### config.mk
export PLATFORM = sky130hd
export DESIGN_NAME = adc_scan_ctrl
export DESIGN_NICKNAME = d
export VERILOG_FILES = /design/src/rtl/adc_scan_pkg.sv /design/src/rtl/adc_scan_trig.sv /design/src/rtl/adc_scan_shift.sv /design/src/rtl/adc_scan_bank.sv /design/src/rtl/adc_scan_ctrl.sv
export SDC_FILE = /design/constraint.sdc
export NUM_CORES = 1
export LEC_CHECK = 0
export BUFFER_PORTS_ARGS = -buffer_cell sky130_fd_sc_hd__buf_2
export CAP_MARGIN = 5
export CORE_MARGIN = 2
export CORE_UTILIZATION = 55
export DETAILED_ROUTE_END_ITERATION = 10
export PLACE_DENSITY = 0.76
export SLEW_MARGIN = 5
export SYNTH_ARGS = -nofsm -noshare
export SYNTH_HDL_FRONTEND = slang
export SYNTH_SLANG_ARGS = --single-unit
export TNS_END_PERCENT = 50
### constraint.sdc
create_clock -name clk -period 2 [get_ports clk]
set_input_delay 0.4 -clock clk [delete_from_list [all_inputs] [get_ports clk]]
set_output_delay 0.4 -clock clk [all_outputs]
set_load 0.01 [all_outputs]
### src/rtl/adc_scan_pkg.sv
package adc_scan_pkg;

    localparam int unsigned NUM_CH   = 8;
    localparam int unsigned CH_W     = $clog2(NUM_CH);
    localparam int unsigned RES_W    = 10;
    localparam int unsigned SLOT_W   = 16;
    localparam int unsigned WORD_W   = 16;
    localparam int unsigned CMD_W    = 2 * WORD_W;
    localparam int unsigned ADDR_W   = $clog2(NUM_CH + 1);
    localparam int unsigned ERR_ADDR = NUM_CH;

    localparam logic [WORD_W-1:0] START_WORD = 16'h0001;

    typedef enum logic [1:0] {
        ST_IDLE  = 2'd0,
        ST_SETUP = 2'd1,
        ST_XFER  = 2'd2,
        ST_DESEL = 2'd3
    } scan_state_e;

    // Two-word command: lone start bit word, then mode/channel word.
    function automatic logic [CMD_W-1:0] build_cmd(input logic [CH_W-1:0] ch);
        logic [WORD_W-1:0] sel;
        sel = '0;
        sel[WORD_W-1] = 1'b1;
        sel[WORD_W-2 -: CH_W] = ch;
        return {START_WORD, sel};
    endfunction

endpackage

### src/rtl/adc_scan_trig.sv
module adc_scan_trig #(
    parameter int unsigned TRIG_DIV = 13500
) (
    input  logic clk,
    input  logic rst_n,
    output logic trig
);
    localparam int unsigned CNT_W = (TRIG_DIV > 1) ? $clog2(TRIG_DIV) : 1;

    typedef struct packed {
        logic [CNT_W-1:0] cnt;
        logic             pulse;
    } trig_reg_t;

    trig_reg_t r_d, r_q;

    always_comb begin
        r_d = r_q;
        r_d.pulse = 1'b0;
        if (r_q.cnt == CNT_W'(TRIG_DIV - 1)) begin
            r_d.cnt   = '0;
            r_d.pulse = 1'b1;
        end else begin
            r_d.cnt = r_q.cnt + 1'b1;
        end
    end

    always_ff @(posedge clk or negedge rst_n) begin
        if (!rst_n) r_q <= '0;
        else        r_q <= r_d;
    end

    assign trig = r_q.pulse;

endmodule

### src/rtl/adc_scan_shift.sv
module adc_scan_shift #(
    parameter int unsigned CLK_DIV = 16,
    parameter int unsigned TX_W    = 32,
    parameter int unsigned KEEP_W  = 10
) (
    input  logic              clk,
    input  logic              rst_n,
    input  logic              start,
    input  logic              abort,
    input  logic [TX_W-1:0]   tx_word,
    input  logic              miso,
    output logic              done,
    output logic [KEEP_W-1:0] rx_low,
    output logic              sclk,
    output logic              mosi
);
    localparam int unsigned HALF  = CLK_DIV / 2;
    localparam int unsigned PH_W  = (HALF > 1) ? $clog2(HALF) : 1;
    localparam int unsigned BIT_W = $clog2(TX_W);

    typedef struct packed {
        logic              busy;
        logic              sclk;
        logic              done;
        logic [PH_W-1:0]   ph;
        logic [BIT_W-1:0]  nbit;
        logic [TX_W-1:0]   tx;
        logic [KEEP_W-1:0] rx;
    } shf_reg_t;

    shf_reg_t s_d, s_q;

    always_comb begin
        s_d = s_q;
        s_d.done = 1'b0;
        if (abort) begin
            s_d.busy = 1'b0;
            s_d.sclk = 1'b0;
            s_d.tx   = '0;
            s_d.ph   = '0;
        end else if (start && !s_q.busy) begin
            s_d.busy = 1'b1;
            s_d.sclk = 1'b0;
            s_d.ph   = '0;
            s_d.nbit = '0;
            s_d.tx   = tx_word;
            s_d.rx   = '0;
        end else if (s_q.busy) begin
            if (s_q.ph == PH_W'(HALF - 1)) begin
                s_d.ph = '0;
                if (!s_q.sclk) begin
                    // rising edge: sample the converter
                    s_d.sclk = 1'b1;
                    s_d.rx   = {s_q.rx[KEEP_W-2:0], miso};
                end else begin
                    // falling edge: present next bit or finish
                    s_d.sclk = 1'b0;
                    if (s_q.nbit == BIT_W'(TX_W - 1)) begin
                        s_d.busy = 1'b0;
                        s_d.done = 1'b1;
                        s_d.tx   = '0;
                    end else begin
                        s_d.nbit = s_q.nbit + 1'b1;
                        s_d.tx   = {s_q.tx[TX_W-2:0], 1'b0};
                    end
                end
            end else begin
                s_d.ph = s_q.ph + 1'b1;
            end
        end
    end

    always_ff @(posedge clk or negedge rst_n) begin
        if (!rst_n) s_q <= '0;
        else        s_q <= s_d;
    end

    assign done   = s_q.done;
    assign rx_low = s_q.rx;
    assign sclk   = s_q.sclk;
    assign mosi   = s_q.tx[TX_W-1];

endmodule

### src/rtl/adc_scan_bank.sv
module adc_scan_bank
    import adc_scan_pkg::*;
#(
    parameter int unsigned ERR_W = 16
) (
    input  logic              clk,
    input  logic              rst_n,
    input  logic              wr_en,
    input  logic [CH_W-1:0]   wr_ch,
    input  logic [RES_W-1:0]  wr_val,
    input  logic              err_inc,
    input  logic              rd_en,
    input  logic [ADDR_W-1:0] rd_addr,
    output logic [SLOT_W-1:0] rd_data,
    output logic [ERR_W-1:0]  err_cnt
);
    typedef struct packed {
        logic [NUM_CH-1:0][SLOT_W-1:0] slot;
        logic [ERR_W-1:0]              err;
        logic [SLOT_W-1:0]             rd;
    } bank_reg_t;

    bank_reg_t b_d, b_q;
    logic [NUM_CH-1:0] slot_we;
    logic              err_clr;

    for (genvar g = 0; g < NUM_CH; g++) begin : g_we
        assign slot_we[g] = wr_en && (wr_ch == CH_W'(g));
    end

    assign err_clr = rd_en && (rd_addr == ADDR_W'(ERR_ADDR));

    always_comb begin
        b_d = b_q;
        for (int i = 0; i < NUM_CH; i++) begin
            if (slot_we[i]) b_d.slot[i] = SLOT_W'(wr_val);
        end
        if (err_clr)      b_d.err = err_inc ? ERR_W'(1) : '0;
        else if (err_inc) b_d.err = b_q.err + 1'b1;
        if (rd_en) begin
            if (rd_addr < ADDR_W'(NUM_CH))           b_d.rd = b_q.slot[rd_addr[CH_W-1:0]];
            else if (rd_addr == ADDR_W'(ERR_ADDR))   b_d.rd = SLOT_W'(b_q.err);
            else                                     b_d.rd = '0;
        end
    end

    always_ff @(posedge clk or negedge rst_n) begin
        if (!rst_n) begin
            b_q.slot <= '1;
            b_q.err  <= '0;
            b_q.rd   <= '0;
        end else begin
            b_q <= b_d;
        end
    end

    assign rd_data = b_q.rd;
    assign err_cnt = b_q.err;

endmodule

### src/rtl/adc_scan_ctrl.sv
module adc_scan_ctrl
    import adc_scan_pkg::*;
#(
    parameter int unsigned CLK_DIV  = 16,
    parameter int unsigned TRIG_DIV = 13500,
    parameter int unsigned CS_SETUP = 13,
    parameter int unsigned CS_DESEL = 33,
    parameter int unsigned ERR_W    = 16
) (
    input  logic              clk,
    input  logic              rst_n,
    output logic              spi_sclk,
    output logic              spi_mosi,
    input  logic              spi_miso,
    output logic              spi_cs_n,
    input  logic              rd_en,
    input  logic [ADDR_W-1:0] rd_addr,
    output logic [SLOT_W-1:0] rd_data
);
    localparam int unsigned TMR_MAX = (CS_SETUP > CS_DESEL) ? CS_SETUP : CS_DESEL;
    localparam int unsigned TMR_W   = $clog2(TMR_MAX + 1);

    typedef struct packed {
        scan_state_e     state;
        logic [CH_W-1:0] ch;
        logic [TMR_W-1:0] tmr;
        logic            cs_n;
    } ctl_reg_t;

    ctl_reg_t c_d, c_q;

    logic             trig;
    logic             conv_busy;
    logic             overrun;
    logic             shf_start, shf_abort, shf_done;
    logic             res_we;
    logic [RES_W-1:0] rx_low;
    logic [ERR_W-1:0] err_cnt;

    adc_scan_trig #(.TRIG_DIV(TRIG_DIV)) u_trig (
        .clk   (clk),
        .rst_n (rst_n),
        .trig  (trig)
    );

    adc_scan_shift #(.CLK_DIV(CLK_DIV), .TX_W(CMD_W), .KEEP_W(RES_W)) u_shift (
        .clk     (clk),
        .rst_n   (rst_n),
        .start   (shf_start),
        .abort   (shf_abort),
        .tx_word (build_cmd(c_q.ch)),
        .miso    (spi_miso),
        .done    (shf_done),
        .rx_low  (rx_low),
        .sclk    (spi_sclk),
        .mosi    (spi_mosi)
    );

    adc_scan_bank #(.ERR_W(ERR_W)) u_bank (
        .clk     (clk),
        .rst_n   (rst_n),
        .wr_en   (res_we),
        .wr_ch   (c_q.ch),
        .wr_val  (rx_low),
        .err_inc (overrun),
        .rd_en   (rd_en),
        .rd_addr (rd_addr),
        .rd_data (rd_data),
        .err_cnt (err_cnt)
    );

    assign conv_busy = (c_q.state != ST_IDLE);
    assign overrun   = trig && conv_busy;

    always_comb begin
        c_d       = c_q;
        shf_start = 1'b0;
        shf_abort = 1'b0;
        res_we    = 1'b0;
        if (overrun) begin
            // stale conversion: drop it, deselect, retry same channel
            shf_abort = 1'b1;
            c_d.state = ST_DESEL;
            c_d.tmr   = '0;
            c_d.cs_n  = 1'b1;
        end else begin
            unique case (c_q.state)
                ST_IDLE: begin
                    if (trig) begin
                        c_d.state = ST_SETUP;
                        c_d.tmr   = '0;
                        c_d.cs_n  = 1'b0;
                    end
                end
                ST_SETUP: begin
                    if (c_q.tmr == TMR_W'(CS_SETUP - 1)) begin
                        shf_start = 1'b1;
                        c_d.state = ST_XFER;
                        c_d.tmr   = '0;
                    end else begin
                        c_d.tmr = c_q.tmr + 1'b1;
                    end
                end
                ST_XFER: begin
                    if (shf_done) begin
                        res_we    = 1'b1;
                        c_d.ch    = c_q.ch + 1'b1;
                        c_d.cs_n  = 1'b1;
                        c_d.state = ST_IDLE;
                    end
                end
                ST_DESEL: begin
                    if (c_q.tmr == TMR_W'(CS_DESEL - 1)) begin
                        c_d.state = ST_SETUP;
                        c_d.tmr   = '0;
                        c_d.cs_n  = 1'b0;
                    end else begin
                        c_d.tmr = c_q.tmr + 1'b1;
                    end
                end
                default: c_d.state = ST_IDLE;
            endcase
        end
    end

    always_ff @(posedge clk or negedge rst_n) begin
        if (!rst_n) begin
            c_q.state <= ST_IDLE;
            c_q.ch    <= '0;
            c_q.tmr   <= '0;
            c_q.cs_n  <= 1'b1;
        end else begin
            c_q <= c_d;
        end
    end

    assign spi_cs_n = c_q.cs_n;

endmodule

# ---- Yosys cells after proc, flatten, opt, wreduce, memory -nomap -nowiden
# Cells that the tools add are included.
dict set report totals {
  ff_bits 240
  out_inout_bits 19
  word_cells 137
}
dict set report op_classes {
  add_sub_neg 6
  magnitude_cmp 2
  eq_ne 22
  n_mux 50
  bitwise 2
  reduce_logical 32
}
# op n
set ops {}
lappend ops {{16-bit two-way mux} 5}
lappend ops {{32-bit two-way mux} 2}
lappend ops {{53-bit two-way mux} 1}
lappend ops {{50-bit two-way mux} 1}
lappend ops {{16-bit binary-select mux with 3-bit select} 1}
lappend ops {{47-bit two-way mux} 1}
lappend ops {{37-bit two-way mux} 1}
lappend ops {{1-bit two-way mux} 18}
lappend ops {{6-bit case mux with 3 select lines} 1}
lappend ops {{16-bit by 1-bit adder with 16-bit output (second input constant)} 1}
lappend ops {{3-bit equality test (second input constant)} 5}
lappend ops {{14-bit by 1-bit adder with 14-bit output (second input constant)} 1}
lappend ops {{14-bit equality test (second input constant)} 1}
lappend ops {{14-bit two-way mux} 1}
lappend ops {{7-bit two-way mux} 2}
lappend ops {{2-bit two-way mux} 6}
lappend ops {{6-bit two-way mux} 2}
lappend ops {{4-bit AND reduction} 3}
lappend ops {{1-bit logical AND} 11}
lappend ops {{10-bit two-way mux} 1}
lappend ops {{5-bit two-way mux} 2}
lappend ops {{2-bit nonzero test} 5}
lappend ops {{3-bit two-way mux} 3}
lappend ops {{3-bit nonzero test} 3}
lappend ops {{27 further kinds} 36}

# ---- Depth between registers and ports, before layout
dict set report depth {
  ltp_word 7
  ltp_mapped 8
  mapped_depth_nobuf 7
}

# ---- Modules after synthesis
# From an unflattened synthesis, not the netlist that was laid out.
dict set report hier_totals {
  cells_unflattened 784
  area_unflattened_um2 9868.2
}
# mod instances cells_each area_each_um2
set by_module_without_submodules {}
lappend by_module_without_submodules {adc_scan_bank 1 401 5734.2}
lappend by_module_without_submodules {adc_scan_shift 1 231 2633.8}
lappend by_module_without_submodules {adc_scan_ctrl 1 86 788.3}
lappend by_module_without_submodules {adc_scan_trig 1 66 711.9}

# ---- Least setup slack after synthesis
# Ideal clock, no wire load.
dict set report synth_timing {
  path_kind {register to register}
  start {register c_q[10] (netlist bit)}
  end {register u_bank.b_q, in the netlist u_bank.err_cnt[15]}
  setup_time_ns 0.078
  t_arrival_ns 1.939
  setup_slack_ns -0.017
  path_stages_with_launch 8
  n_path_buf 1
  period_less_slack_ns 2.017
  cell_sequence {dfrtp_1 > inv_1 > ha_1 > nand4b_1 > or2_2 > clkbuf_1 > or4_1 > a21oi_1}
}
dict set report synth_via {
  elab_chain_cells 3
}
# item line
set synth_rtl {}
lappend synth_rtl {{start, declared} adc_scan_ctrl.sv:30} ;# ctl_reg_t c_d, c_q;
lappend synth_rtl {{2-bit nonzero test} adc_scan_ctrl.sv:72} ;# assign conv_busy = (c_q.state != ST_IDLE);
lappend synth_rtl {{1-bit logical AND} adc_scan_ctrl.sv:73} ;# assign overrun = trig && conv_busy;
lappend synth_rtl {{2-bit nonzero test (no source line)} -}
lappend synth_rtl {{end, declared} adc_scan_bank.sv:23} ;# bank_reg_t b_d, b_q;
# No other way between the ends.
# A chain may end at the register's enable or synchronous reset.

# ---- Worst setup path after layout
dict set report layout_timing {
  start {register c_q[2] (netlist bit)}
  end {register u_shift.s_q[45] (netlist bit)}
}
dict set report layout_via {
  elab_chain_cells 7
  word_cells_on_any_way 11
  cone_classes {2 x eq/ne; 4 x mux; 5 x reduce/logical}
}
# item line
set layout_rtl {}
lappend layout_rtl {{6-bit by 4-bit equality test with 1-bit output *} adc_scan_ctrl.sv:96} ;# if (c_q.tmr == TMR_W'(CS_SETUP - 1)) begin
lappend layout_rtl {{1-bit two-way mux *} adc_scan_ctrl.sv:96}
lappend layout_rtl {{1-bit two-way mux *} adc_scan_ctrl.sv:87} ;# unique case (c_q.state)
lappend layout_rtl {{1-bit two-way mux *} adc_scan_ctrl.sv:80} ;# if (overrun) begin
lappend layout_rtl {{1-bit logical AND *} adc_scan_shift.sv:41} ;# end else if (start && !s_q.busy) begin
lappend layout_rtl {{2-bit by 1-bit != test with 1-bit output (no source line) or 2-bit nonzero test (tied branches)} -}
lappend layout_rtl {{5-bit AND reduction (no source line)} -}
lappend layout_rtl {{end signal, assigned} adc_scan_shift.sv:74} ;# if (!rst_n) s_q <= '0;
lappend layout_rtl {{end signal, assigned} adc_scan_shift.sv:75} ;# else s_q <= s_d;
lappend layout_rtl {{end, declared} adc_scan_shift.sv:31} ;# shf_reg_t s_d, s_q;
# Every way passes the cells marked *; elsewhere a longest branch is shown, timed or not.

==> impl_metrics.toml <==
[worst_setup_path]
rrSetupSlack_ns = 0.06
r2r_start = "c_q[2]"
critical_path.startpoint_type = "register"
startpoint = "c_q[2]"
crit_type = "register to register"
cp.arrival_ns = 2.30
end_kind = "register"
cp_max_fo = 4
rr_endpoint = "u_shift.s_q[45]"
cp.required_ns = 2.36
endpoint = "u_shift.s_q[45]"
worstRegToRegCells = 7

[sta]
rsz0062_at_grt = "yes"
setup_violations = 0
finClkSkew_ns = 0.0142
period_share = 0.972
finalHoldViolations = 0
tns_ns = 0
slew_headroom = 0.548
slew_viol_final = 0
max_freq_mhz = 514
layout_min_cycle_time_ns = 1.94
tightestPinTransition_ns = 0.677
fin_ws_ns = 0.0558

[layout]
syn2layout_area_growth_pct = 14.2
nets = 858
final_cell_count_no_fill = 1070
diodes = 0
drive_gt1_frac = 0.422

[drt]
final_antenna_net_count = 0
drc_errors = 0
first_pass_iters = 8
vias_per_cell = 6.02
wl_per_cell_um = 19.6
drt-total-wl_mm = 20.9
drt_iter0_markers = 486
dr_total_vias = 6443

[logic_synthesis]
netlist.area_leader.share = 0.289
ys_types = 61
synth_top_flop_cell = "dfrtp_1"
synth_area_um2 = 9540
synth_top_family_by_area = "multiplexers"
synth_area_per_cell_um2 = 12.1
syn-num-nets = 812
synth_edf_count = 0
ys_ff_latch = 199
synthTopCellsByCount = "110 x dfrtp_1, 89 x dfstp_2, 82 x mux2_2"
synth-seq-area-share = 0.534
synth_top_cell_by_area = "dfrtp_1"
yosys_warnings = 0
synth_compound_area_frac = 0.0849
yosys.area_share.simple = 0.116
synthCells = 786
synth_xor_area_frac = 0.0202
synthTopCellsByArea = "dfrtp_1 29%, dfstp_2 25%, mux2_2 9.7%, mux4_2 5.2%, mux2i_1 2.4%"
synth_fa_ha_area_frac = 0.0247
synth_most_common_cell = "dfrtp_1"
synth.mux.area_fraction = 0.173
ys_async_sr_fraction = 1.00

[global_route]
grt_pass1_vias = 6757
overflow = 0
grt_pass1_wl_mm = 34.3
grt_max_degree = 72
antenna_found_initial = 0
globalRouteTotalUtil = 0.242

[power_and_ir_drop]
peakVddDrop_mv = 0.461
p_per_area_nw_per_um2 = 719
power_leakage_nw = 4.83

[floorplan]
coreArea_um2 = 17100
rows = 48
die-area_um2 = 18400
start_util = 0.557
dieHeight_um = 136
dieWidth_um = 136
io_pins = 27

[run_status]
status = "finished, final reports clean"

[placement]
dpl.cell_count = 1036
gp_congestion = 0.871
numPortBuffers = 26
preCtsSetupSlack_ns = -0.0551
hpwlAfterDp_mm = 14.0

[hold_path]
holdPathStages = 3
hold_class = "input port to register"

[clock_tree]
cts.sinks = 199
insertion_delay_ns = 0.44
cts_tree = "done"
numCtsBuffers = 17
clock-root-buffer = "clkbuf_16"
cts.clk_slew.worst_paths_ns = 0.07
htreeDepth = 4
clock_path_buffers = 2

[run]
max-cap-violations = 0
==> sequential cells by signal, summed over array words and instances, names as in the netlist <==
signal          count
u_bank.b_q         88
u_shift.s_q        39
u_bank.err_cnt     16
u_bank.rd_data     16
u_trig.r_q         14
c_q                11
u_shift.rx_low     10
spi_cs_n            1
u_shift.done        1
u_shift.mosi        1
u_shift.sclk        1
u_trig.trig         1
==> report_power, final <==
group	switching, W	internal, W
clock	0.00159	0.00177
sequential	0.0000856	0.00409
combinational	0.000182	0.000117
total	0.00186	0.00597
==> kinds of logic (layout without fill, tap and decap cells) <==
kind of cell	Yosys count	in the layout
compound gates	106	106
buf+inv	93	152
flops	199	199
simple gates	220	220
mux	127	127
fa+ha+maj	19	19
xor+xnor	22	22
==> worst max-delay path: stages (launching register included) <==
cell and delay (ns):
dfrtp_1 0.39, inv_2 0.07, ha_4 0.14, or4b_4 0.45, buf_4 0.15, a2bb2oi_1 0.17
or3_1 0.36, a21oi_1 0.14
==> per-layer routing <==
layer,vias up,global-route usage,wire (um)
met1,3304,0.311,8660
met4,0,0.101,556
met3,46,0.0412,1050
li1,2901,-,-
met2,192,0.408,10700
met5,-,0,0
==> worst min-delay path by stage <==
stage	endpoint	from
6_report	u_shift.rx_low[0]	spi_miso
5_1_grt	u_shift.rx_low[0]	spi_miso
4_1_cts	u_shift.rx_low[0]	spi_miso
3_5_place_dp	u_bank.err_cnt[12]	rst_n
3_3_place_gp	u_bank.rd_data[13]	rst_n
2_1_floorplan	c_q[10]	rst_n
==> per-stage QoR <==
step	total power [W]	utilization	cell area, um2	hold slack, ns
2_1_floorplan	0.00433	-	9540	0.104
3_5_place_dp	0.00453	0.599	10200	0.467
5_1_grt	0.00807	0.636	10900	0.230
6_report	0.00783	0.636	10900	0.235
3_3_place_gp	0.00452	0.599	10200	0.462
4_1_cts	0.00788	0.633	10800	0.235
==> layout make-up <==
class                      count  area (um2)
clock buffer                  19         433
clock inverter                13         138
fill                        1240        6230
inverter                      24        90.1
multi-input combinational    494        4050
sequential                   199        5090
tap                          225         282
timing repair buffer          96         808
==> what timing repair did <==
item,4_1_cts,5_1_grt
hold endpoints to repair,6,0
setup endpoints to repair,4,101
gates resized for setup,5,20
hold buffers,1,0
cloned,0,0
setup buffers,0,1
pin swaps,1,2
==> cells in the final DEF (no fill, tap or decap), drive strengths merged, types with 23 or more instances in the layout <==
cell type    n
dfrtp      110
buf         94
dfstp       89
mux2        82
nand2       60
nand3       44
o21ai       42
nor2        37
inv         33
mux2i       23
Note: power is estimated with default switching activity, not from simulation.
